**src/rtl/asram_ctrl_pkg.sv**
```systemverilog
// Package: shared state type and cycle-count helpers for the SRAM controller.
// Assumes limits and clock period are given in picoseconds.
package asram_ctrl_pkg;

    typedef enum logic [2:0] {
        ST_IDLE,
        ST_TURN,
        ST_WSET,
        ST_WPUL,
        ST_WHLD,
        ST_RACC
    } ctl_state_e;

    // Smallest whole number of cycles covering a limit, never below one.
    function automatic int ps_to_cycles(input int lim_ps, input int clk_ps);
        int c;
        c = (lim_ps + clk_ps - 1) / clk_ps;
        if (c < 1) c = 1;
        return c;
    endfunction

    function automatic int max_of(input int a, input int b);
        return (a > b) ? a : b;
    endfunction

endpackage

```
**src/rtl/asram_ctrl_timer.sv**
```systemverilog
// Module: phase down-counter. Loaded with N on entry to a phase, it raises
// expired during the N-th cycle of that phase. Assumes N >= 1.
module asram_ctrl_timer #(
    parameter int CW = 2
) (
    input  logic          clk,
    input  logic          rst_n,
    input  logic          load,
    input  logic [CW-1:0] load_val,
    output logic          expired
);
    logic [CW-1:0] cnt;

    // Load a phase length or count down toward zero.
    always_ff @(posedge clk) begin
        if (!rst_n)           cnt <= '0;
        else if (load)        cnt <= load_val;
        else if (cnt != '0)   cnt <= cnt - 1'b1;
    end

    assign expired = (cnt == CW'(1));

    // a phase must last at least one cycle
    timer_nonzero_load_chk: assert property (@(posedge clk) disable iff (!rst_n)
        load |-> (load_val != '0));

endmodule

```
**src/rtl/asram_ctrl_fsm.sv**
```systemverilog
// Module: sequencer for write, read and turnaround phases. Drives the memory
// strobes and the data-driver enable from flip-flops decoded from the next
// state. Assumes the timer reports expiry in the last cycle of a phase.
module asram_ctrl_fsm
    import asram_ctrl_pkg::*;
#(
    parameter int CW      = 2,
    parameter int T_PULSE = 2,
    parameter int T_RD    = 2,
    parameter int T_TURN  = 1
) (
    input  logic          clk,
    input  logic          rst_n,
    input  logic          req,
    input  logic          req_wr,
    input  logic          expired,
    output logic          ready,
    output logic          accept,
    output logic          rd_done,
    output logic          tmr_load,
    output logic [CW-1:0] tmr_val,
    output logic          ce_n,
    output logic          we_n,
    output logic          oe_n,
    output logic          dq_oe
);
    ctl_state_e state, nxt;
    logic       prev_vld;
    logic       last_wr;
    logic       nxt_wr_phase;

    // Next-state and phase-timer decode.
    always_comb begin
        nxt      = state;
        accept   = 1'b0;
        rd_done  = 1'b0;
        tmr_load = 1'b0;
        tmr_val  = '0;
        case (state)
            ST_IDLE: if (req) begin
                accept = 1'b1;
                if (prev_vld && (last_wr != req_wr)) begin
                    nxt = ST_TURN; tmr_load = 1'b1; tmr_val = CW'(T_TURN);
                end else if (req_wr) begin
                    nxt = ST_WSET;
                end else begin
                    nxt = ST_RACC; tmr_load = 1'b1; tmr_val = CW'(T_RD);
                end
            end
            ST_TURN: if (expired) begin
                if (last_wr) nxt = ST_WSET;
                else begin
                    nxt = ST_RACC; tmr_load = 1'b1; tmr_val = CW'(T_RD);
                end
            end
            ST_WSET: begin
                nxt = ST_WPUL; tmr_load = 1'b1; tmr_val = CW'(T_PULSE);
            end
            ST_WPUL: if (expired) nxt = ST_WHLD;
            ST_WHLD: nxt = ST_IDLE;
            ST_RACC: if (expired) begin
                nxt = ST_IDLE; rd_done = 1'b1;
            end
            default: nxt = ST_IDLE;
        endcase
    end

    assign nxt_wr_phase = (nxt == ST_WSET) || (nxt == ST_WPUL) || (nxt == ST_WHLD);

    // State and glitch-free pin registers.
    always_ff @(posedge clk) begin
        if (!rst_n) begin
            state <= ST_IDLE;
            ce_n  <= 1'b1;
            we_n  <= 1'b1;
            oe_n  <= 1'b1;
            dq_oe <= 1'b0;
            ready <= 1'b1;
        end else begin
            state <= nxt;
            ce_n  <= !(nxt_wr_phase || (nxt == ST_RACC));
            we_n  <= (nxt != ST_WPUL);
            oe_n  <= (nxt != ST_RACC);
            dq_oe <= nxt_wr_phase;
            ready <= (nxt == ST_IDLE);
        end
    end

    // Direction history used for turnaround decisions.
    always_ff @(posedge clk) begin
        if (!rst_n) begin
            prev_vld <= 1'b0;
            last_wr  <= 1'b0;
        end else if (accept) begin
            prev_vld <= 1'b1;
            last_wr  <= req_wr;
        end
    end

    // Checker counter: length of the current write-enable low pulse.
    logic [CW-1:0] lo_cnt;
    always_ff @(posedge clk) begin
        if (!rst_n)                lo_cnt <= '0;
        else if (we_n)             lo_cnt <= '0;
        else if (lo_cnt != '1)     lo_cnt <= lo_cnt + 1'b1;
    end


    we_inside_ce_chk: assert property (@(posedge clk) disable iff (!rst_n)
        !we_n |-> !ce_n);

    no_contention_chk: assert property (@(posedge clk) disable iff (!rst_n)
        !oe_n |-> !dq_oe);

    ready_released_chk: assert property (@(posedge clk) disable iff (!rst_n)
        ready |-> (ce_n && we_n && oe_n && !dq_oe));

    pulse_width_chk: assert property (@(posedge clk) disable iff (!rst_n)
        $rose(we_n) |-> (lo_cnt >= CW'(T_PULSE)));

    drive_after_release_chk: assert property (@(posedge clk) disable iff (!rst_n)
        $rose(dq_oe) |-> $past(oe_n));

endmodule

```
**src/rtl/asram_ctrl_dpath.sv**
```systemverilog
// Module: address, write-data and read-data registers. Captures the request
// on acceptance and the memory pins when the read phase ends.
module asram_ctrl_dpath #(
    parameter int AW = 18,
    parameter int DW = 4
) (
    input  logic          clk,
    input  logic          rst_n,
    input  logic          accept,
    input  logic [AW-1:0] addr,
    input  logic [DW-1:0] wdata,
    input  logic          rd_done,
    input  logic [DW-1:0] mem_dq_in,
    input  logic          we_n,
    output logic [AW-1:0] mem_addr,
    output logic [DW-1:0] dq_out,
    output logic [DW-1:0] rdata,
    output logic          rvalid
);
    // Hold address and write data for the whole access.
    always_ff @(posedge clk) begin
        if (!rst_n) begin
            mem_addr <= '0;
            dq_out   <= '0;
        end else if (accept) begin
            mem_addr <= addr;
            dq_out   <= wdata;
        end
    end

    // Register read data and its one-cycle strobe.
    always_ff @(posedge clk) begin
        if (!rst_n) begin
            rdata  <= '0;
            rvalid <= 1'b0;
        end else begin
            rvalid <= rd_done;
            if (rd_done) rdata <= mem_dq_in;
        end
    end


    addr_data_steady_chk: assert property (@(posedge clk) disable iff (!rst_n)
        !we_n |-> ($stable(mem_addr) && $stable(dq_out)));

    rvalid_single_chk: assert property (@(posedge clk) disable iff (!rst_n)
        rvalid |=> !rvalid);

endmodule

```
**src/rtl/asram_ctrl.sv**
```systemverilog
// Module: top of the asynchronous SRAM access controller. Derives cycle counts
// from picosecond limits and the clock period, and wires sequencer, timer
// and data path. Assumes the external tri-state buffer uses mem_dq_oe.
module asram_ctrl
    import asram_ctrl_pkg::*;
#(
    parameter int AW      = 18,
    parameter int DW      = 4,
    parameter int CLK_PS  = 8000,
    parameter int T_WP    = ps_to_cycles(10000, CLK_PS),
    parameter int T_DW    = ps_to_cycles(7000,  CLK_PS),
    parameter int T_RD    = ps_to_cycles(12000, CLK_PS),
    parameter int T_TURN  = ps_to_cycles(5000,  CLK_PS)
) (
    input  logic          clk,
    input  logic          rst_n,
    input  logic          req,
    input  logic          req_wr,
    input  logic [AW-1:0] addr,
    input  logic [DW-1:0] wdata,
    output logic          ready,
    output logic [DW-1:0] rdata,
    output logic          rvalid,
    output logic [AW-1:0] mem_addr,
    output logic          mem_ce_n,
    output logic          mem_we_n,
    output logic          mem_oe_n,
    output logic [DW-1:0] mem_dq_out,
    output logic          mem_dq_oe,
    input  logic [DW-1:0] mem_dq_in
);
    localparam int T_PULSE = max_of(T_WP, T_DW);
    localparam int T_MAX   = max_of(max_of(T_PULSE, T_RD), T_TURN);
    localparam int CW      = $clog2(T_MAX + 1);

    logic          accept;
    logic          rd_done;
    logic          tmr_load;
    logic [CW-1:0] tmr_val;
    logic          expired;

    asram_ctrl_timer #(.CW(CW)) timer_i (
        .clk(clk), .rst_n(rst_n), .load(tmr_load),
        .load_val(tmr_val), .expired(expired)
    );

    asram_ctrl_fsm #(
        .CW(CW), .T_PULSE(T_PULSE), .T_RD(T_RD), .T_TURN(T_TURN)
    ) fsm_i (
        .clk(clk), .rst_n(rst_n), .req(req), .req_wr(req_wr),
        .expired(expired), .ready(ready), .accept(accept),
        .rd_done(rd_done), .tmr_load(tmr_load), .tmr_val(tmr_val),
        .ce_n(mem_ce_n), .we_n(mem_we_n), .oe_n(mem_oe_n), .dq_oe(mem_dq_oe)
    );

    asram_ctrl_dpath #(.AW(AW), .DW(DW)) dpath_i (
        .clk(clk), .rst_n(rst_n), .accept(accept), .addr(addr),
        .wdata(wdata), .rd_done(rd_done), .mem_dq_in(mem_dq_in),
        .we_n(mem_we_n), .mem_addr(mem_addr), .dq_out(mem_dq_out),
        .rdata(rdata), .rvalid(rvalid)
    );

endmodule

```
**config.mk**
```make
export PLATFORM = sky130hd
export DESIGN_NAME = asram_ctrl
export DESIGN_NICKNAME = d
export VERILOG_FILES = /design/src/rtl/asram_ctrl_pkg.sv /design/src/rtl/asram_ctrl_timer.sv /design/src/rtl/asram_ctrl_fsm.sv /design/src/rtl/asram_ctrl_dpath.sv /design/src/rtl/asram_ctrl.sv
export SDC_FILE = /design/constraint.sdc
export NUM_CORES = 1
export LEC_CHECK = 0
export ABC_AREA = 1
export BUFFER_PORTS_ARGS = -buffer_cell sky130_fd_sc_hd__buf_2
export CORE_MARGIN = 1
export CORE_UTILIZATION = 48
export DETAILED_ROUTE_END_ITERATION = 6
export PLACE_DENSITY = 0.84
export SLEW_MARGIN = 20
export SYNTH_ARGS = -nofsm -noshare
export SYNTH_HDL_FRONTEND = slang
export SYNTH_SLANG_ARGS = --single-unit
```
**constraint.sdc**
```tcl
create_clock -name clk -period 1.81 [get_ports clk]
set_input_delay 0.362 -clock clk [delete_from_list [all_inputs] [get_ports clk]]
set_output_delay 0.362 -clock clk [all_outputs]
set_load 0.02 [all_outputs]
```
* Yosys cells after proc, flatten, opt, wreduce, memory -nomap -nowiden
Cells that the tools add are included.
Word-level totals: input port bits 30, output and inout port bits 32, flip-flop bits (word level) 39
Operators by class: $add $sub $neg 1, equality and inequality tests 12, multiplexer cells 26, reduce and logical (&&, ||, !) cells 9
Operators by type and width (number):
- $mux 3 | 7
- $pmux 3 s5 | 1
- $mux 2 | 7
- $eq 3x2->1 const B | 4
- $eq 3x3->1 const B | 3
- $mux 1 | 9
- $logic_not 3->1 | 2
- $pmux 2 s3 | 1
- $reduce_bool 2->1 | 2
- $eq 3x1->1 const B | 1
- $logic_or 1x1->1 | 3
- $ne 3x2->1 const B | 1
- $ne 3x3->1 const B | 1
- $pmux 1 s3 | 1
- $eq 2x1->1 const B | 1
- $sub 2x1->2 const B | 1
- $logic_and 1x1->1 | 1
- $logic_not 1->1 | 1
- $ne 1x1->1 | 1

* Logic depth before layout (Yosys ltp)
Gate-level depths: netlist of the first run.
word-level depth 10, depth in mapped cells 11, depth with buffers taken out 11

* Modules after synthesis
Synthesis of the first run repeated with hierarchy kept, for this count alone.
Unflattened totals: cell total of the unflattened synthesis 263, area, all modules 1761.7 um2
By module, submodules not included:
- asram_ctrl_dpath | times used 1, cells an instance 168, area each 1119.8 um2
- asram_ctrl_fsm | times used 1, cells an instance 74, area each 505.5 um2
- asram_ctrl_timer | times used 1, cells an instance 21, area each 136.4 um2

* Worst setup path before layout of the first run
Ideal clock, no wire load.
path type reg-to-reg, from register timer_i.cnt[0], to register fsm_i.ce_n, arrival time 1.187 ns, setup slack 0.511 ns, data required time 1.698 ns, clock period less this slack 1.299 ns, stages on the path, launching flop included 9, path through dfxtp_1 > ha_1 > inv_1 > nor2_1 > nand3_1 > nand2_4 > o21bai_4 > nor2_2 > nor2_1
On the way: word-level cells in the longest chain between the ends 8, elaborated cells between the ends (all ways) 13, those cells by class eq/ne: 5; mux: 4; reduce/logical: 4
RTL lines:
- start: declaration | RTL line asram_ctrl_timer.sv:12 | logic [CW-1:0] cnt;
- start signal: assignment | RTL line asram_ctrl_timer.sv:17 | else if (load) cnt <= load_val;
- start signal: assignment | RTL line asram_ctrl_timer.sv:18 | else if (cnt != '0) cnt <= cnt - 1'b1;
- $eq 2x1->1 * | RTL line asram_ctrl_timer.sv:21 | assign expired = (cnt == CW'(1));
- $mux 3, on equally long branches | RTL line asram_ctrl_fsm.sv:61, asram_ctrl_fsm.sv:50, asram_ctrl_fsm.sv:59
- $pmux 3 s5 * | RTL line asram_ctrl_fsm.sv:39 | case (state)
- $eq 3x2->1 | RTL line asram_ctrl_fsm.sv:68 | assign nxt_wr_phase = (nxt == ST_WSET) || (nxt == ST_WPUL) || (nxt == ST_WHLD);
- $logic_or 1x1->1 (2 in a row) | RTL line asram_ctrl_fsm.sv:68
- $logic_or 1x1->1 * | RTL line asram_ctrl_fsm.sv:81 | ce_n <= !(nxt_wr_phase || (nxt == ST_RACC));
- $logic_not 1->1 * | RTL line asram_ctrl_fsm.sv:81
- end signal: assignment | RTL line asram_ctrl_fsm.sv:81
- end: declaration | RTL line asram_ctrl_fsm.sv:22 | output logic ce_n,
Every way passes the cells marked *; elsewhere a longest branch is shown, timed or not. A chain may end at the register's enable or synchronous reset.

* Worst setup path after layout of the first run
Ends and elaborated chain as after synthesis.

==> results.toml, run 1 <==
[run_status]
run_status = "finished, final reports clean"

[clocking]
cts_root_buf = "clkbuf_4"
cts_tree = "yes"
cts_setup_buffers = 0
cts.hold.buffers_added = 0
path_clk_slew_ns = 0.11
post_cts_resized = 0
cts_made_buffers = 5
cts.sinks = 39
clock_path_buffers = 2
htree_num_levels = 2
clk_latency_ns = 0.34

[flow_run]
drv_cap = 0

[pwr]
pwr-share-comb_pct = 41.4
power_leakage_nw = 1.09
power_frac_seq_pct = 40.9
peakVddDrop_mv = 0.625
pwr-share-clk_pct = 17.7
power_density_nw_per_um2 = 1390
p_switching_mw = 1.18
p_int_mw = 1.70
swShare_pct = 40.9

[cells_and_area]
final_cell_count_no_fill = 325
layout-drive-gt1-share_pct = 31.5
final_util_pct = 61.9
syn_to_final_growth_pct = 22.6
antenna_cells = 0
fin_nets = 311

[synth]
synthAdderAreaFrac_pct = 2.23
synthMuxAreaShare_pct = 0
ys_ff_latch = 39
synth_compound_area_share_pct = 12.6
ys.flop_type = "dfxtp_1"
synth_async_sr_flop_share_pct = 0
synth_most_common_cell = "nor2_1"
ys_seq_area_share_pct = 46.3
synthSimpleGateAreaFrac_pct = 27.2
yosys_warnings = 0
synth_edf_count = 0
synth_top_area_share_pct = 46.3
synth_area_leader_cell = "dfxtp_1"
postSynthAreaPerCell_um2 = 7.80
netlist_instances = 216
synth_top_family_by_area = "simple AND/OR/NAND/NOR gates"
syn_nets = 249
synthTopCellsByCount = "nor2_1 (59), dfxtp_1 (39), o21ai_0 (28)"
synth-xor-area-share_pct = 0.520
ys_types = 25
synthTopCellsByArea = "dfxtp_1 (46%), nor2_1 (13%), o21ai_0 (8.3%)"
syn_area_um2 = 1690

[route]
drt-initial-drc-count = 39
vias = 1506
remaining_drc_errors = 0
vias_per_cell = 4.63
wirelength_um = 3330
dr.pass1.iters = 4
ant_nets = 0
wl_per_cell_um = 10.2

[sta]
rsz0062_at_grt = "false"
hold_violations = 0
finalSetupViolCount = 0
max_freq_ghz = 0.687
slew_headroom_pct = 77.5
min_period_ns = 1.45
finalCritPeriodShare_pct = 80.4
slew_violations = 0
worst_pin_slew_ns = 0.333
fin_ws_ns = 0.355
fin_tns_setup_ns = 0
fin_skew_ns = 0.00695

[worst_setup_path]
crit_top_cell = "nor2_1"
reg2reg_setup_slack_ns = 0.36
cp_max_fo = 4
setup.worst_path.start_class = "flip-flop"
crit_family = "simple AND/OR/NAND/NOR gates"
critPathSlowestCell = "dfxtp_1"
cp.arrival_ns = 1.70
crit_buf_inv = 1
ff2ff_path_depth = 8
worstReg2RegStart = "timer_i.cnt[0]"
criticalPathCategory = "reg2reg"
cp-end-kind = "flip-flop"
crit_start = "timer_i.cnt[0]"
required_ns = 2.05
path_cells = "ha_1, inv_1, nor2_1, nand3_1, nand2_4, o21bai_4, nor2_2, nor2_1"
cp_num_cells = 8
r2r_end = "fsm_i.ce_n"
max_stage_delay_ns = 0.42
crit_end = "fsm_i.ce_n"

[floorplanning]
dieHeight_um = 61.3
start_util_pct = 50.5
fp.dieW_um = 61.3
fp.dieArea_um2 = 3750
fp-row-count = 21
design.portCount = 62
core-area_um2 = 3340

[placed_design]
port_buffers = 61
gp_congestion = 0.861
placedCellCount = 317
dpl.hpwl_um = 2480
dpl_worst_slack_ns = 0.376

[global_route]
grtUsageTotal_pct = 20.2
grt_antenna_before_repair = 0
grt_pass1_wl_um = 5520
grt_max_degree = 26
grt_pass1_vias = 1337
overflow = 0

[min_path]
hold_depth = 3
min_path_type = "in2reg"
-- sequential cells by signal, indices dropped and copies added (netlist names) --
signal and cells:
dpath_i.mem_addr 18, fsm_i.ce_n 1, fsm_i.state 3, dpath_i.rvalid 1, timer_i.cnt 2, fsm_i.dq_oe 1
fsm_i.we_n 1, fsm_i.oe_n 1, fsm_i.prev_vld 1, fsm_i.last_wr 1, fsm_i.ready 1, dpath_i.rdata 4
dpath_i.dq_out 4
-- layout make-up --
type                       instances  area (µm²)
clock buffer                       7        65.1
clock inverter                     1        7.51
fill                             326        1270
inverter                          29         116
multi-input combinational        140         718
sequential                        39         781
tap                               46        57.6
timing repair buffer              63         320
-- worst min path at each step --
stage	startpoint	endpoint	slack (ns)
2_1_floorplan	fsm_i.prev_vld	fsm_i.prev_vld	0.47
3_5_place_dp	dpath_i.rdata[3]	dpath_i.rdata[3]	0.43
4_1_cts	addr[10]	dpath_i.mem_addr[10]	0.23
5_1_grt	addr[13]	dpath_i.mem_addr[13]	0.22
6_report	addr[10]	dpath_i.mem_addr[10]	0.24
3_3_place_gp	dpath_i.rdata[3]	dpath_i.rdata[3]	0.43
-- cell usage in the layout, fill, tap and decap left out --
cell	count
clkbuf_8	2
clkinvlp_4	1
buf_2	61
nor2_1	59
inv_1	25
nand3_1	4
nand4_1	5
dfxtp_1	39
nand2_1	17
nand2_4	6
o21ai_1	2
clkbuf_4	5
inv_4	1
nand2_2	1
a21oi_1	7
inv_2	1
clkinv_1	1
ha_1	3
clkinv_4	1
nand3_2	1
nor2_8	1
a21oi_2	1
o21ai_0	28
nor2_2	3
o21bai_4	1
buf_4	2
xnor2_1	1
-- routing by layer --
layer	GRT usage [%]	vias up	routed length (µm)
met3	5.67	6	150
met5	0	-	0
li1	-	796	-
met4	9.42	0	49
met2	33.5	39	1580
met1	24.1	665	1550
-- cell families after synthesis --
| family | count (synthesis) |
|---|---|
| xor gates and xnor gates | 1 |
| adders and majority gates | 3 |
| AOI/OAI and AO/OA | 39 |
| DFF | 39 |
| buffers and inverters | 37 |
| and+or+nand+nor | 97 |
-- tightest hold or removal path, delay by kind of cell --
| kind | cells | cell delay, ns |
|---|---|---|
| buffers and inverters | 1 | 0.08 |
| and+or+nand+nor | 2 | 0.11 |
-- per-stage QoR --
stage / cell area, µm² / total power, mW / hold slack (ns)
floorplan: 1690 / 2.14 / 0.468
global placement: 1990 / 2.36 / 0.429
detailed placement: 1990 / 2.39 / 0.434
CTS: 2070 / 2.89 / 0.225
global route: 2070 / 3.12 / 0.222
finish: 2070 / 2.88 / 0.237
-- power by group through the flow --
stage / Clock, mW / Sequential (mW) / Combinational, mW
2_1_floorplan: 0 / 1.36 / 0.775
3_3_place_gp: 0 / 1.19 / 1.17
3_5_place_dp: 0 / 1.19 / 1.19
4_1_cts: 0.517 / 1.18 / 1.20
5_1_grt: 0.567 / 1.21 / 1.35
6_report: 0.508 / 1.18 / 1.19
Power figures use the tool's default switching activity.
==> run 2: changes to the inputs <==
--- a/config.mk
+++ b/config.mk
@@ -8,9 +8,9 @@
 export ABC_AREA = 1
 export BUFFER_PORTS_ARGS = -buffer_cell sky130_fd_sc_hd__buf_2
 export CORE_MARGIN = 1
-export CORE_UTILIZATION = 48
+export CORE_UTILIZATION = 44
 export DETAILED_ROUTE_END_ITERATION = 6
-export PLACE_DENSITY = 0.84
+export PLACE_DENSITY = 0.81
 export SLEW_MARGIN = 20
 export SYNTH_ARGS = -nofsm -noshare
 export SYNTH_HDL_FRONTEND = slang
==> constraint.sdc (replaced) <==
create_clock -name clk -period 1.18 [get_ports clk]
set_input_delay 0.236 -clock clk [delete_from_list [all_inputs] [get_ports clk]]
set_output_delay 0.236 -clock clk [all_outputs]
set_load 0.02 [all_outputs]
==> results.toml, run 2 (synthesis gave the netlist of run 1 again) <==
[clocking]
cts_tree = "yes"
cts.sinks = 39
cts_made_buffers = 5
cts_root_buf = "clkbuf_8"
htree_num_levels = 2
clk_latency_ns = 0.29
cts.hold.buffers_added = 0
path_clk_slew_ns = 0.07
clock_path_buffers = 2

[cells_and_area]
fillers = 307
top_regs = "dpath_i.mem_addr (18), dpath_i.dq_out (4), dpath_i.rdata (4)"
fin_nets = 332
layout-drive-gt1-share_pct = 46.3
mostFrequentLayoutCells = "buf_2 (61), nor2_1 (54), dfxtp_1 (33)"
largest_reg_flops = 18
antenna_cells = 0
mostFrequentLayoutCell = "buf_2"
regMostFlops = "dpath_i.mem_addr"
final_area_um2 = 2420
syn_to_final_growth_pct = 43.7

[sta]
slew_headroom_pct = 84.0
slew_violations = 0
max_freq_ghz = 0.742
finalCritPeriodShare_pct = 114
fin_hold_ws_ns = 0.160
finalSetupViolCount = 12
fin_ws_ns = -0.168
worst_pin_slew_ns = 0.240
fin_skew_ns = 0.00523
min_period_ns = 1.35
rsz0062_at_grt = "true"
hold_violations = 0

[worst_setup_path]
criticalPathCategory = "reg2reg"
r2r_end = "fsm_i.ready"
ff2ff_path_depth = 10
required_ns = 1.42
cp_max_fo = 4
cp-end-kind = "flip-flop"
cp.arrival_ns = 1.58
setup.worst_path.start_class = "flip-flop"
worstReg2RegStart = "timer_i.cnt[1]"
reg2reg_setup_slack_ns = -0.17
crit_start = "timer_i.cnt[1]"

[route]
wirelength_um = 3800
vias_per_cell = 4.64
wl_per_cell_um = 10.9
vias = 1613
drt-initial-drc-count = 68
dr.pass1.iters = 6
remaining_drc_errors = 1
ant_nets = 0

[min_path]
min_path_type = "in2reg"
worstHoldStart = "addr[15]"
hold_depth = 3
min_to = "dpath_i.mem_addr[15]"

[pwr]
pwr-share-comb_pct = 48.1
peakVddDrop_mv = 1.19
swShare_pct = 39.2
p_switching_mw = 2.12
p_int_mw = 3.29
power_frac_seq_pct = 34.1
power_leakage_nw = 1.24
power_density_nw_per_um2 = 2230
pwr-share-clk_pct = 17.8

[placed_design]
dpl_cell_area_um2 = 2120
dpl_worst_slack_ns = -0.127
dpl.hpwl_um = 2470
port_buffers = 61
gp_congestion = 0.864

[global_route]
overflow = 0
grt_pass1_wl_um = 6440
grt_antenna_before_repair = 0
grt_max_degree = 26
grtUsageTotal_pct = 20.3
grt_pass1_vias = 1549

[floorplanning]
design.portCount = 62
fp.dieW_um = 63.9
fp-row-count = 22
fp.dieArea_um2 = 4080
core-area_um2 = 3660
start_util_pct = 46.0
dieHeight_um = 63.9

[flow_run]
drv_cap = 0

[run_status]
run_status = "finished, violations left"
violations = "design-rule violations, negative setup slack"
run 2: cell types whose count changed in the layout (fill, tap and decap cells not counted), moves of 4 or more:
cell / before / now
buf_4: 2 / 19
clkbuf_4: 5 / 0
clkbuf_8: 2 / 7
dfxtp_1: 39 / 33
inv_1: 25 / 20
inv_2: 1 / 5
nand2_1: 17 / 12
nand2_2: 1 / 6
nor2_1: 59 / 54
nor2_4: 0 / 4
o21ai_0: 28 / 13
o21ai_1: 2 / 14
run 2: worst max-delay path, cell delays in order (launching register included):
cell     delay, ns
dfxtp_2       0.33
inv_4         0.07
ha_2          0.21
nand2_1       0.07
nand2_1       0.12
nand2_1       0.07
inv_1         0.07
nand3_2       0.11
inv_1         0.11
nand3_1       0.08
nand2_1       0.06
run 2: power groups by stage:
stage | clock network [mW] | logic [mW] | registers (mW)
after detailed placement | 0 | 2.10 | 1.81
after CTS | 0.987 | 2.19 | 1.80
after floorplan | 0 | 1.22 | 2.10
after global routing | 1.04 | 2.87 | 1.87
after global placement | 0 | 2.05 | 1.81
final | 0.964 | 2.60 | 1.84
run 2: cell type report:
cell class / instances / area, µm² / share of cell area (%)
timing repair buffer: 84 / 524 / 21.6
multi-input combinational: 140 / 816 / 33.7
tap: 48 / 60.1 / 2.48
sequential: 39 / 796 / 32.9
clock buffer: 8 / 100 / 4.13
inverter: 29 / 126 / 5.22
run 2: what timing repair did:
item | in CTS | in global routing
endpoints found under the setup margin | 28 | 37
pin swaps | 3 | 8
cloned | 0 | 1
resized for setup | 13 | 43
setup buffers | 2 | 4
run 2: how the worst max path moves through the flow:
stage / to / slack (ns) / cells after the start
5_1_grt: fsm_i.ready / -0.30 / 10
3_5_place_dp: fsm_i.ce_n / -0.13 / 11
2_1_floorplan: fsm_i.ce_n / -0.05 / 11
4_1_cts: fsm_i.ce_n / -0.11 / 11
6_report: fsm_i.ready / -0.17 / 10
3_3_place_gp: fsm_i.oe_n / -0.08 / 11
run 2: through the flow:
step / setup TNS [ns] / utilization (%) / total power, mW / cells
floorplan: -0.105 / - / 3.33 / 216
global placement: -0.256 / 58.0 / 3.86 / 333
detailed placement: -0.691 / 58.0 / 3.91 / 333
CTS: -0.623 / 62.0 / 4.99 / 343
global route: -3.15 / 66.2 / 5.79 / 348
finish: -1.25 / 66.2 / 5.40 / 348
run 2: per-layer routing:
layer,track usage (%),routed length (µm),part of all wire (%),vias up
met2,33.8,1800,47,57
li1,-,-,-,834
met3,6.25,215,5.7,10
met4,9.66,90,2.4,0
met1,23.7,1690,45,712
met5,0,0,0,-
==> run 3: changes to the inputs <==
--- a/config.mk
+++ b/config.mk
@@ -14,4 +14,5 @@
 export SLEW_MARGIN = 20
 export SYNTH_ARGS = -nofsm -noshare
 export SYNTH_HDL_FRONTEND = slang
+export SYNTH_HIERARCHICAL = 1
 export SYNTH_SLANG_ARGS = --single-unit
==> results.toml, run 3 <==
[pwr]
power.total_mw = 4.35
power_density_nw_per_um2 = 1760
power_leakage_nw = 1.39
peakVddDrop_mv = 0.925

[synth]
synth_async_sr_flop_share_pct = 0
synthTopCellsByCount = "nand2_1 (80), nor2_1 (60), dfxtp_1 (39), inv_1 (39), nand3_1 (10)"
ys.flop_type = "dfxtp_1"
syn_area_um2 = 1760
ys_ff_latch = 39
synthTopCellsByArea = "dfxtp_1 (44%), nand2_1 (17%), nor2_1 (13%)"
syn_nets = 295
ys_seq_area_share_pct = 44.3
netlist_instances = 263
synth_area_leader_cell = "dfxtp_1"
synth_top_area_share_pct = 44.3
ys_types = 20
postSynthAreaPerCell_um2 = 6.70
synth_edf_count = 0
yosys_warnings = 6
synth_most_common_cell = "nand2_1"

[floorplanning]
fp-row-count = 22
dieHeight_um = 65.3
fp.dieW_um = 65.3
start_util_pct = 47.1
fp.dieArea_um2 = 4260
core-area_um2 = 3740
design.portCount = 62

[clocking]
cts_tree = "yes"
clock_path_buffers = 2
htree_num_levels = 2
cts_made_buffers = 5
clk_latency_ns = 0.27
cts_root_buf = "clkbuf_8"
cts.sinks = 39
path_clk_slew_ns = 0.07

[flow_run]
drv_cap = 0

[sta]
slew_headroom_pct = 79.9
rsz0062_at_grt = "true"
hold_violations = 0
worst_pin_slew_ns = 0.298
fin_ws_ns = -0.0904
slew_violations = 0
max_freq_ghz = 0.787
min_period_ns = 1.27
finalCritPeriodShare_pct = 108
fin_skew_ns = 0.00345
finalSetupViolCount = 33

[min_path]
hold_depth = 5
min_to = "dpath_i/rdata[0]"
min_path_type = "in2reg"
worstHoldStart = "mem_dq_in[0]"

[worst_setup_path]
reg2reg_setup_slack_ns = -0.09
cp.arrival_ns = 1.45
cp-end-kind = "flip-flop"
ff2ff_path_depth = 11
worstReg2RegStart = "timer_i/cnt[1]"
criticalPathCategory = "reg2reg"
r2r_end = "timer_i/cnt[0]"
required_ns = 1.36
setup.worst_path.start_class = "flip-flop"
cp_max_fo = 5

[cells_and_area]
seqCellArea_um2 = 787
top_regs = "dpath_i/mem_addr (18), dpath_i/dq_out (4), dpath_i/rdata (4)"
syn_to_final_growth_pct = 40.1
final_cell_count_no_fill = 389
layout-drive-gt1-share_pct = 37.5
mostFrequentLayoutCell = "nand2_1"
multi_input_area_um2 = 838
mostFrequentLayoutCells = "nand2_1 (63), buf_2 (61), nor2_1 (59)"
antenna_cells = 0
fin_nets = 372
regMostFlops = "dpath_i/mem_addr"
largest_reg_flops = 18
fillers = 321

[global_route]
grt_pass1_wl_um = 5550
grt_pass1_vias = 1432
overflow = 0
grtUsageTotal_pct = 16.6
grt_max_degree = 35
grt_antenna_before_repair = 0

[route]
ant_nets = 0
remaining_drc_errors = 0
wl_per_cell_um = 9.69
vias_per_cell = 4.46
wirelength_um = 3770
dr.pass1.iters = 4
drt-initial-drc-count = 82
vias = 1735

[run_status]
run_status = "finished, violations left"
violations = "negative setup slack"

[placed_design]
dpl.hpwl_um = 2490
placedCellCount = 376
port_buffers = 61
gp_congestion = 0.831
==> run 3: changes by cell type in the layout (fill, tap and decap cells not counted), moves of 4 or more <==
cell,previous run,this run
nand2_1,12,63
inv_1,20,36
o21ai_1,14,0
nand2_2,6,18
o21ai_0,13,1
buf_4,19,10
nand3_1,3,9
nand4_1,5,0
nor2_1,54,59
a21oi_1,6,2
==> run 3: repair_timing <==
action,CTS,global route
pin swaps,6,28
buffers inserted,1,1
setup endpoints to repair,32,36
resized for setup,4,24
hold buffers,0,0
gates cloned,0,3
==> run 3: kinds of logic (layout without fill, tap and decap cells) <==
logic type	after synthesis	count (layout)	share of synthesized area, %
and+or+nand+nor	164	164	38.0
buffers and inverters	52	130	13.9
DFF	39	39	44.3
AOI/OAI and AO/OA	6	6	2.34
adders and majority gates	2	2	1.42
==> run 3: power by group <==
part,switching [mW],internal [mW],total [mW]
sequential,0.120,1.55,1.67
combinational,1.05,0.801,1.85
clock,0.411,0.414,0.826
total,1.58,2.77,4.35
==> run 3: area by class of cell <==
| class | count | area share [%] |
|---|---|---|
| clock buffers | 7 | 3.09 |
| clock inverters | 1 | 0.203 |
| inverters | 43 | 6.64 |
| multi-input cells | 172 | 34.0 |
| flip-flops and latches | 39 | 31.9 |
| well taps | 48 | 2.43 |
| repair buffers | 79 | 21.8 |
==> run 3: worst max path at each step <==
stage / start / endpoint / depth (start not counted)
2_1_floorplan: timer_i/cnt[1] / timer_i/cnt[0] / 11
3_3_place_gp: timer_i/cnt[1] / timer_i/cnt[0] / 11
3_5_place_dp: timer_i/cnt[1] / timer_i/cnt[0] / 11
4_1_cts: timer_i/cnt[1] / timer_i/cnt[0] / 11
5_1_grt: fsm_i/state[1] / timer_i/cnt[1] / 9
6_report: timer_i/cnt[1] / timer_i/cnt[0] / 11
==> run 3: through the flow <==
stage	utilization [%]	cell area [µm²]	hold slack, ns	worst slack, ns	setup TNS, ns
after global routing	65.9	2470	0.250	-0.212	-5.03
after detailed placement	58.9	2200	0.460	-0.126	-1.69
after floorplan	-	1790	0.305	-0.0373	-0.0746
final	65.9	2470	0.245	-0.0904	-1.95
after CTS	61.9	2320	0.238	-0.113	-1.17
after global placement	58.9	2200	0.455	-0.0773	-0.683
==> run 3: per-layer routing <==
layer / track usage, % / vias up / wire length, µm
li1: - / 917 / -
met3: 3.99 / 4 / 215
met2: 29.1 / 46 / 1810
met1: 18.7 / 768 / 1700
met5: 0 / - / 0
met4: 7.61 / 0 / 39
==> run 3: critical path: stages, from the launching register on <==
cell and delay, ns:
dfxtp_2 0.32, inv_2 0.06, ha_4 0.15, inv_4 0.05
nor2_4 0.09, nand3_4 0.10, nand3_4 0.10, nor2_2 0.05
nand2_1 0.05, nand3_1 0.07, nand2_1 0.07, inv_1 0.04
